===== config.mk =====
export PLATFORM = sky130hd
export DESIGN_NAME = line_pulse_seq
export DESIGN_NICKNAME = d
export VERILOG_FILES = /design/src/rtl/lps_pkg.sv /design/src/rtl/lps_counters.sv /design/src/rtl/lps_regfile.sv /design/src/rtl/lps_region_sel.sv /design/src/rtl/line_pulse_seq.sv
export SDC_FILE = /design/constraint.sdc
export NUM_CORES = 1
export LEC_CHECK = 0
export BUFFER_PORTS_ARGS = -buffer_cell sky130_fd_sc_hd__buf_2
export CAP_MARGIN = 15
export CELL_PAD_IN_SITES_DETAIL_PLACEMENT = 0
export CELL_PAD_IN_SITES_GLOBAL_PLACEMENT = 2
export CORE_MARGIN = 3
export CORE_UTILIZATION = 43
export CTS_BUF_LIST = sky130_fd_sc_hd__clkbuf_16
export DETAILED_ROUTE_END_ITERATION = 7
export GPL_ROUTABILITY_DRIVEN = 0
export PLACE_DENSITY_LB_ADDON = 0.2
export SYNTH_ARGS = -nofsm -noshare
export SYNTH_HDL_FRONTEND = slang
export SYNTH_SLANG_ARGS = --single-unit

===== constraint.sdc =====
create_clock -name clk -period 9.31 [get_ports clk]
set_input_delay 2.793 -clock clk [delete_from_list [all_inputs] [get_ports clk]]
set_output_delay 2.793 -clock clk [all_outputs]
set_load 0.05 [all_outputs]

===== src/rtl/lps_pkg.sv =====
package lps_pkg;

  // Register address helpers, parameterised on the number of stored shapes.
  // Address 0 holds the start levels, followed by one word per shape, then
  // the pointer word, then the change positions 1 and up.
  localparam int unsigned LVL_ADDR = 0;

  function automatic int unsigned shape_addr(input int unsigned s);
    return 1 + s;
  endfunction

  function automatic int unsigned ptr_addr(input int unsigned nshape);
    return 1 + nshape;
  endfunction

  function automatic int unsigned chg_addr(input int unsigned nshape, input int unsigned k);
    return 1 + nshape + k;
  endfunction

endpackage


===== src/rtl/lps_counters.sv =====
module lps_counters #(
  parameter int POS_W = 12
) (
  input  logic             clk,
  input  logic             rst,
  input  logic             line_start,
  input  logic             field_start,
  output logic [POS_W-1:0] pix_cnt,
  output logic [POS_W-1:0] line_cnt
);

  localparam logic [POS_W-1:0] SAT = '1;

  // Pixel position inside the line; it saturates so that SAT is never passed.
  always_ff @(posedge clk) begin
    if (rst)
      pix_cnt <= '0;
    else if (line_start)
      pix_cnt <= '0;
    else if (pix_cnt != SAT)
      pix_cnt <= pix_cnt + 1'b1;
  end

  // Line position inside the field.
  always_ff @(posedge clk) begin
    if (rst)
      line_cnt <= '0;
    else if (field_start)
      line_cnt <= '0;
    else if (line_start && line_cnt != SAT)
      line_cnt <= line_cnt + 1'b1;
  end

  AST_PIX_STEP: assert property (@(posedge clk) disable iff (rst)
    (!line_start && pix_cnt != SAT) |=> pix_cnt == $past(pix_cnt) + 1'b1);

  AST_LINE_ZERO: assert property (@(posedge clk) disable iff (rst)
    field_start |=> line_cnt == '0);

endmodule


===== src/rtl/lps_regfile.sv =====
module lps_regfile
  import lps_pkg::*;
#(
  parameter int POS_W      = 12,
  parameter int SHAPES     = 4,
  parameter int REGIONS    = 4,
  parameter int ADDR_W     = 4,
  parameter int SEL_W      = $clog2(SHAPES)
) (
  input  logic                             clk,
  input  logic                             rst,
  input  logic                             line_start,
  input  logic                             wr_en,
  input  logic [ADDR_W-1:0]                wr_addr,
  input  logic [2*POS_W-1:0]               wr_data,
  output logic [SHAPES-1:0]                act_lvl,
  output logic [SHAPES-1:0][POS_W-1:0]     act_ta,
  output logic [SHAPES-1:0][POS_W-1:0]     act_tb,
  output logic [REGIONS*SEL_W-1:0]         act_ptr,
  output logic [REGIONS-1:0][POS_W-1:0]    act_chg
);

  logic [SHAPES-1:0]             sh_lvl;
  logic [SHAPES-1:0][POS_W-1:0]  sh_ta;
  logic [SHAPES-1:0][POS_W-1:0]  sh_tb;
  logic [REGIONS*SEL_W-1:0]      sh_ptr;
  logic [REGIONS-1:0][POS_W-1:0] sh_chg;

  // Shadow set: written by software at any time. Change position 0 is
  // fixed at zero and has no address.
  always_ff @(posedge clk) begin
    if (rst) begin
      sh_lvl <= '1;
      sh_ta  <= '1;
      sh_tb  <= '1;
      sh_ptr <= '0;
      for (int k = 0; k < REGIONS; k++)
        sh_chg[k] <= (k == 0) ? '0 : '1;
    end else if (wr_en) begin
      if (wr_addr == ADDR_W'(LVL_ADDR))
        sh_lvl <= wr_data[SHAPES-1:0];
      for (int s = 0; s < SHAPES; s++) begin
        if (wr_addr == ADDR_W'(shape_addr(s))) begin
          sh_ta[s] <= wr_data[POS_W-1:0];
          sh_tb[s] <= wr_data[2*POS_W-1:POS_W];
        end
      end
      if (wr_addr == ADDR_W'(ptr_addr(SHAPES)))
        sh_ptr <= wr_data[REGIONS*SEL_W-1:0];
      for (int k = 1; k < REGIONS; k++) begin
        if (wr_addr == ADDR_W'(chg_addr(SHAPES, k)))
          sh_chg[k] <= wr_data[POS_W-1:0];
      end
    end
  end

  // Working set: copied from the shadow set only at a line boundary.
  always_ff @(posedge clk) begin
    if (rst) begin
      act_lvl <= '1;
      act_ta  <= '1;
      act_tb  <= '1;
      act_ptr <= '0;
      for (int k = 0; k < REGIONS; k++)
        act_chg[k] <= (k == 0) ? '0 : '1;
    end else if (line_start) begin
      act_lvl <= sh_lvl;
      act_ta  <= sh_ta;
      act_tb  <= sh_tb;
      act_ptr <= sh_ptr;
      act_chg <= sh_chg;
    end
  end

  AST_ACTIVE_HOLD: assert property (@(posedge clk) disable iff (rst)
    !line_start |=> ($stable(act_lvl) && $stable(act_ta) && $stable(act_tb)
                     && $stable(act_ptr) && $stable(act_chg)));

  AST_CHG0_ZERO: assert property (@(posedge clk) disable iff (rst)
    act_chg[0] == '0);

endmodule


===== src/rtl/lps_region_sel.sv =====
module lps_region_sel #(
  parameter int POS_W   = 12,
  parameter int REGIONS = 4,
  parameter int SEL_W   = 2,
  parameter int RSEL_W  = $clog2(REGIONS)
) (
  input  logic [POS_W-1:0]              line_cnt,
  input  logic [REGIONS-1:0][POS_W-1:0] chg,
  input  logic [REGIONS*SEL_W-1:0]      ptr,
  output logic [RSEL_W-1:0]             region,
  output logic [SEL_W-1:0]              shape_sel
);

  localparam logic [POS_W-1:0] OFF = '1;

  logic [REGIONS-1:0] reached;

  // A region is reached once the line count has arrived at its change
  // position; a position of all ones marks the region as unused.
  for (genvar k = 0; k < REGIONS; k++) begin : g_cmp
    assign reached[k] = (chg[k] != OFF) && (line_cnt >= chg[k]);
  end

  // The highest reached region wins.
  always_comb begin
    region = '0;
    for (int k = 0; k < REGIONS; k++)
      if (reached[k])
        region = RSEL_W'(k);
  end

  assign shape_sel = ptr[region*SEL_W +: SEL_W];

endmodule


===== src/rtl/line_pulse_seq.sv =====
module line_pulse_seq #(
  parameter int POS_W   = 12,
  parameter int SHAPES  = 4,
  parameter int REGIONS = 4,
  parameter int ADDR_W  = 4
) (
  input  logic               clk,
  input  logic               rst,
  input  logic               line_start,
  input  logic               field_start,
  input  logic               wr_en,
  input  logic [ADDR_W-1:0]  wr_addr,
  input  logic [2*POS_W-1:0] wr_data,
  output logic               pulse_out
);

  localparam int SEL_W  = $clog2(SHAPES);
  localparam int RSEL_W = $clog2(REGIONS);
  localparam logic [POS_W-1:0] NEVER = '1;

  logic [POS_W-1:0]              pix_cnt, line_cnt;
  logic [SHAPES-1:0]             act_lvl;
  logic [SHAPES-1:0][POS_W-1:0]  act_ta, act_tb;
  logic [REGIONS*SEL_W-1:0]      act_ptr;
  logic [REGIONS-1:0][POS_W-1:0] act_chg;
  logic [RSEL_W-1:0]             region;
  logic [SEL_W-1:0]              shape_sel;
  logic                          sel_lvl;
  logic [POS_W-1:0]              sel_ta, sel_tb;
  logic                          hit_a, hit_b, flip_now;
  logic                          flips, first_pix;

  lps_counters #(.POS_W(POS_W)) u_cnt (
    .clk        (clk),
    .rst        (rst),
    .line_start (line_start),
    .field_start(field_start),
    .pix_cnt    (pix_cnt),
    .line_cnt   (line_cnt)
  );

  lps_regfile #(
    .POS_W  (POS_W),
    .SHAPES (SHAPES),
    .REGIONS(REGIONS),
    .ADDR_W (ADDR_W),
    .SEL_W  (SEL_W)
  ) u_regs (
    .clk       (clk),
    .rst       (rst),
    .line_start(line_start),
    .wr_en     (wr_en),
    .wr_addr   (wr_addr),
    .wr_data   (wr_data),
    .act_lvl   (act_lvl),
    .act_ta    (act_ta),
    .act_tb    (act_tb),
    .act_ptr   (act_ptr),
    .act_chg   (act_chg)
  );

  lps_region_sel #(
    .POS_W  (POS_W),
    .REGIONS(REGIONS),
    .SEL_W  (SEL_W),
    .RSEL_W (RSEL_W)
  ) u_rsel (
    .line_cnt (line_cnt),
    .chg      (act_chg),
    .ptr      (act_ptr),
    .region   (region),
    .shape_sel(shape_sel)
  );

  assign sel_lvl  = act_lvl[shape_sel];
  assign sel_ta   = act_ta[shape_sel];
  assign sel_tb   = act_tb[shape_sel];
  assign hit_a    = (pix_cnt != NEVER) && (pix_cnt == sel_ta);
  assign hit_b    = (pix_cnt != NEVER) && (pix_cnt == sel_tb);
  assign flip_now = hit_a ^ hit_b;

  // Parity of inversions already taken on this line.
  always_ff @(posedge clk) begin
    if (rst || line_start)
      flips <= 1'b0;
    else
      flips <= flips ^ flip_now;
  end

  always_ff @(posedge clk) begin
    if (rst)
      first_pix <= 1'b0;
    else
      first_pix <= line_start;
  end

  always_ff @(posedge clk) begin
    if (rst)
      pulse_out <= 1'b1;
    else
      pulse_out <= sel_lvl ^ flips ^ flip_now;
  end

  AST_FIRST_PIX_ZERO: assert property (@(posedge clk) disable iff (rst)
    first_pix |-> pix_cnt == '0);

  AST_START_LEVEL: assert property (@(posedge clk) disable iff (rst)
    (first_pix && !flip_now) |=> pulse_out == $past(sel_lvl));

  AST_TOGGLE_INVERTS: assert property (@(posedge clk) disable iff (rst)
    (!first_pix && flip_now) |=> pulse_out != $past(pulse_out));

  AST_NO_MATCH_HOLD: assert property (@(posedge clk) disable iff (rst)
    (!first_pix && !flip_now) |=> $stable(pulse_out));

endmodule


Word-level counts from Yosys, hierarchy flattened
Cells that the tools add are included.
W data, S select, Z words.

cells by class
  add/subtract/negate cells = 2
  order comparisons = 4
  eq/ne operators = 15
  shift-type cells = 1
  muxes and demuxes = 9
  bitwise logic cells = 4
  reduce and logical (&&, ||, !) cells = 19

operators with widths
  operator                 count
  $ne A12 B12 Y1 const B   5
  $bmux W12 S2             2
  $ge A12 B12 Y1           3
  $add A12 B1 Y12 const B  2
  $eq A12 B12 Y1           2
  $mux W12                 2
  $reduce_and A2 Y1        9
  $eq A4 B3 Y1 const B     4
  $eq A4 B2 Y1 const B     2
  $shiftx A8 B4 Y2         1
  $logic_and A1 B1 Y1      6
  $eq A4 B1 Y1 const B     1
  $eq A4 B4 Y1 const B     1
  $logic_not A4 Y1         1
  $mux W2                  2
  $reduce_or A2 Y1         2
  $xor A1 B1 Y1            4
  $lt A2 B3 Y1 const B     1
  $bmux W1 S2              1
  $mux W1                  2
  $logic_or A1 B1 Y1       1

word-level totals
  flip-flop bits (word level) = 314
  input port bits = 33
  output and inout port bits = 1
  logic and storage cells = 84

Depth between registers and ports, before layout
  word-level depth = 12
  mapped depth = 18
  depth with buffers taken out = 15

Cells and area by module
Synthesis repeated with hierarchy kept, for this count alone.

second synthesis, totals
  cell total of the unflattened synthesis = 1353
  area total of the unflattened synthesis = 13883.3 sq um

modules (own cells, without submodules)
  module          times used  cells each  area an instance (sq um)  seq. area each (sq um)
  lps_regfile     1           1005        10642.7                   5765.5
  lps_counters    1           130         1149.9                    480.5
  lps_region_sel  1           141         1076.0                    0.0
  line_pulse_seq  1           77          1014.7                    40.0

Worst setup path before layout
Ideal clock, no wire load.

  path type = input-to-reg
  from = input port wr_addr[2]
  to = register u_regs.sh_ta[26] (netlist name)
  library setup time = 0.129 ns
  data arrival time = 4.593 ns
  data required time = 9.181 ns
  path slack = 4.588 ns
  cell stages on the path = 6
  buffers on the path = 2
  path through = nor3b_1 -> nor2b_1 -> clkbuf_1 -> buf_1 -> mux2i_1 -> nand2_1

on the way
  longest elaborated chain between the ends = 2

RTL lines
  item                                line                  text
  start, declared                     line_pulse_seq.sv:12  input logic [ADDR_W-1:0] wr_addr,
  $eq A4 B2 Y1                        lps_regfile.sv:43     if (wr_addr == ADDR_W'(shape_addr(s))) begin
  $reduce_and A2 Y1 (no source line)  --
  end signal, assigned by index       lps_regfile.sv:44     sh_ta[s] <= wr_data[POS_W-1:0];
  end, declared                       lps_regfile.sv:24     logic [SHAPES-1:0][POS_W-1:0] sh_ta;

No other way between the ends.
A chain may end at the register's enable or synchronous reset.

Worst setup path after layout
  from = register u_cnt.line_cnt[7]
  to = register pulse_out

on the way
  longest elaborated chain between the ends = 12
  elaborated cells between the ends (all ways) = 23
  those cells by class = order compare (3); eq/ne (2); shift (1); mux (9); bitwise (3); reduce/logical (5)

RTL lines
  item                                    line                                        text
  start, declared                         lps_counters.sv:9                           output logic [POS_W-1:0] line_cnt
  start signal, assigned                  lps_counters.sv:31                          line_cnt <= line_cnt + 1'b1;
  $ge A12 B12 Y1                          lps_region_sel.sv:21                        assign reached[k] = (chg[k] != OFF) && (line_cnt >= chg[k]);
  $logic_and A1 B1 Y1                     lps_region_sel.sv:21
  $mux W1                                 lps_region_sel.sv:28                        if (reached[k])
  $mux W2                                 lps_region_sel.sv:28
  $mux W2 *                               lps_region_sel.sv:28
  $shiftx A8 B4 Y2 *                      lps_region_sel.sv:32                        assign shape_sel = ptr[region*SEL_W +: SEL_W];
  $bmux W12 S2 (on tied branches)         line_pulse_seq.sv:76, line_pulse_seq.sv:77
  $mux W12 (on tied branches)             line_pulse_seq.sv:76, line_pulse_seq.sv:77
  $eq A12 B12 Y1 (on tied branches)       line_pulse_seq.sv:78, line_pulse_seq.sv:79
  $logic_and A1 B1 Y1 (on tied branches)  line_pulse_seq.sv:78, line_pulse_seq.sv:79
  $xor A1 B1 Y1                           line_pulse_seq.sv:80                        assign flip_now = hit_a ^ hit_b;
  $xor A1 B1 Y1 *                         line_pulse_seq.sv:101                       pulse_out <= sel_lvl ^ flips ^ flip_now;
  end signal, assigned                    line_pulse_seq.sv:101
  end, declared                           line_pulse_seq.sv:14                        output logic pulse_out

Every way passes the cells marked *; elsewhere a longest branch is shown, timed or not. The select of a mux whose other input is x is not followed.

==> results.sh <==
export IMPL_status="completed"
export IMPL_leakagePower_nw=6.61
export IMPL_antenna_found_initial=2
export IMPL_clock_skew_ps=11.4
export IMPL_syn_nets=1657
export IMPL_boundaryPins=34
export IMPL_synth_area_mm2=0.0141
export IMPL_grt_met3_usage_pct=2.90
export IMPL_cts_htree_levels=2
export IMPL_die_area_mm2=0.0351
export IMPL_port_buffers=33
export IMPL_cts_tree="yes"
export IMPL_area_delta_synth_final_pct=10.8
export IMPL_cts_hold_buf=0
export IMPL_grt_usage_pct=21.8
export IMPL_die_h_um=187
export IMPL_clock_sinks=314
export IMPL_power_density_mw_per_mm2=182
export IMPL_yosysTopAreaCell="dfxtp_1"
export IMPL_r2r_start="u_cnt.line_cnt[7]$_SDFFE_PP0P_"
export IMPL_clock_path_buffers=3
export IMPL_grt_first_pass_wirelength_um=61200
export IMPL_met1_usage_pct=33.2
export IMPL_top_usage_layer="met1"
export IMPL_rows=65
export IMPL_dpl_cell_area_mm2=0.0146
export IMPL_seq_area_frac_synth_pct=44.5
export IMPL_synth_commonest_cells="362 x nand2_1, 314 x dfxtp_1, 203 x mux2i_1"
export IMPL_async_flop_share_pct=0
export IMPL_r2r_slack_ps=4250
export IMPL_dp_hpwl_um=25800
export IMPL_post_cts_resize_count=0
export IMPL_synthCells=1586
export IMPL_crit_fanout=16
export IMPL_grt_ovfl_total=0
export IMPL_clkTransAtPathRegs_ps=60
export IMPL_syn_avg_cell_area_um2=8.92
export IMPL_critPathLaunchType="flop"
export IMPL_arrival_ps=5510
export IMPL_die_x_um=187
export IMPL_ir_worst_vdd_mv=0.132
export IMPL_yosysWarnings=0
export IMPL_ys_dominant_reg_cell="dfxtp_1"
export IMPL_netlist_top_cells_area="dfxtp_1 44%, mux2i_1 14%, nand2_1 9.6%, ha_1 3.4%, nand3_1 3.0%"
export IMPL_crit_type="reg -> reg"
export IMPL_root_buffer="clkbuf_16"
export IMPL_drv_cap=0
export IMPL_fp_coreArea_mm2=0.0320
export IMPL_start_util_pct=44.2
export IMPL_crit_path_start="u_cnt.line_cnt[7]$_SDFFE_PP0P_"
export IMPL_routedWlPerCell_um=19.3
export IMPL_drt_first_pass_iters=4
export IMPL_layout_drive_gt1_share_pct=7.92
export IMPL_synth_distinct_cells=78
export IMPL_worstMarginPinSlew_ps=1100
export IMPL_r2r_worst_path_cells=15
export IMPL_grt_use_met2_pct=33.0
export IMPL_drc=0
export IMPL_min_period_ps=5060
export IMPL_antenna_cells=0
export IMPL_vias_per_cell=5.48
export IMPL_hold_viol_final=0
export IMPL_final_cell_area_mm2=0.0157
export IMPL_nNetsFinal=1639
export IMPL_rsz0062_at_grt="false"
export IMPL_worstHoldPathCells=2
export IMPL_fmax_mhz=197
export IMPL_synth_most_common_cell="nand2_1"
export IMPL_first_global_vias=10300
export IMPL_fin_setup_tns_ps=0
export IMPL_p_total_mw=2.86
export IMPL_clkLatencyLatePin_ps=520
export IMPL_num_vias=11100
export IMPL_hold_path_class="reg -> reg"
export IMPL_synth_enable_flop_cells=0
export IMPL_synth_seq_cells=314
export IMPL_routed_wirelength_um=39000
export IMPL_slew_viol_final=0
export IMPL_finalSetupViolCount=0
export IMPL_drtAntennaViolNets=0
export IMPL_slew_headroom_pct=26.6
export IMPL_drtIter0Drc=699
export IMPL_worstPathRequired_ps=9750
export IMPL_whs_ps=463
export IMPL_grt_start_max_net_pins=173
export IMPL_numCtsBuffers=37
export IMPL_postCtsSetupBuffers=0
export IMPL_min_delay_start="u_regs.sh_tb[11]$_SDFFE_PP1P_"
export IMPL_period_share_pct=54.4
export IMPL_end_kind="flop"
export IMPL_synth_top_area_share_pct=44.5
==> sequential cells by signal, indices dropped and copies added (netlist names) <==
register        count
u_cnt.pix_cnt      12
u_regs.act_ta      48
u_cnt.line_cnt     12
u_regs.act_tb      48
flips               1
u_regs.sh_tb       48
u_regs.act_chg     36
pulse_out           1
u_regs.act_ptr      8
u_regs.act_lvl      4
u_regs.sh_ta       48
u_regs.sh_chg      36
u_regs.sh_lvl       4
u_regs.sh_ptr       8
==> final timing paths <==
path                                        end
setup / recovery           pulse_out$_SDFF_PP1_
hold / removal    u_regs.sh_tb[11]$_SDFFE_PP1P_
setup reg to reg           pulse_out$_SDFF_PP1_
hold reg to reg   u_regs.sh_tb[11]$_SDFFE_PP1P_
==> metal layers <==
metal | wire length, µm | share of wire (%) | up-vias
met4 | 710 | 1.8 | 0
met3 | 1390 | 3.6 | 52
met5 | 0 | 0 | -
met1 | 19900 | 51 | 5354
met2 | 17000 | 44 | 199
li1 | - | - | 5504
==> per-stage QoR <==
stage          setup WS [ps]  cells  utilization [%]
2_1_floorplan           4590   1586                -
3_3_place_gp            4100   1964             45.7
3_5_place_dp            4130   1964             45.7
4_1_cts                 4200   2026             49.0
5_1_grt                 3860   2026             49.0
6_report                4250   2026             49.0
==> cell families after synthesis <==
| kind of cell | after synthesis | share of synthesized area, % |
|---|---|---|
| buffers and inverters | 169 | 4.70 |
| AND/OR/NAND/NOR | 612 | 19.5 |
| AO/OA/AOI/OAI | 215 | 11.4 |
| adder cells (fa/ha/maj) | 38 | 3.36 |
| multiplexers | 205 | 14.6 |
| XOR/XNOR | 33 | 2.04 |
| flip-flops | 314 | 44.5 |
==> cell usage in the layout (no fill, tap or decap), types with 6 or more instances in the layout <==
cell type / n
o211ai_1: 53
nor2_1: 50
a21oi_1: 27
xnor2_1: 20
a221o_1: 7
clkinv_1: 10
xor2_1: 13
clkbuf_16: 37
a21boi_0: 9
inv_1: 66
buf_4: 20
dfxtp_1: 314
nor3_1: 17
a211oi_1: 20
ha_1: 38
nand2_1: 362
o21ai_0: 33
mux2i_1: 203
and3_1: 12
nand3_1: 84
buf_2: 32
nand4_1: 28
o21a_1: 6
or3_1: 11
==> critical path, stage by stage (launching register included) <==
cell,delay [ps]
dfxtp_1,470
ha_1,290
and4_1,220
a22o_1,260
nor4_4,270
a21o_1,470
a41o_1,670
nor2_1,150
buf_4,250
nor4_1,240
nor3_1,80
o31a_1,330
or4b_1,590
a211oi_2,310
nor3_1,120
nor4_2,260
==> where the power goes <==
group	leakage, nW	switching, mW	internal (mW)
clock	0.559	0.565	0.749
combinational	3.50	0.107	0.0522
sequential	2.55	0.0147	1.37
==> cell type report <==
class                      instances  area [µm²]
clock buffer                      37         926
inverter                          59         229
clock inverter                    25         158
multi-input combinational       1103        7210
fill                            3117       16300
timing repair buffer              53         324
sequential                       314        6290
tap                              435         544
(Power assumes the default switching activity.)
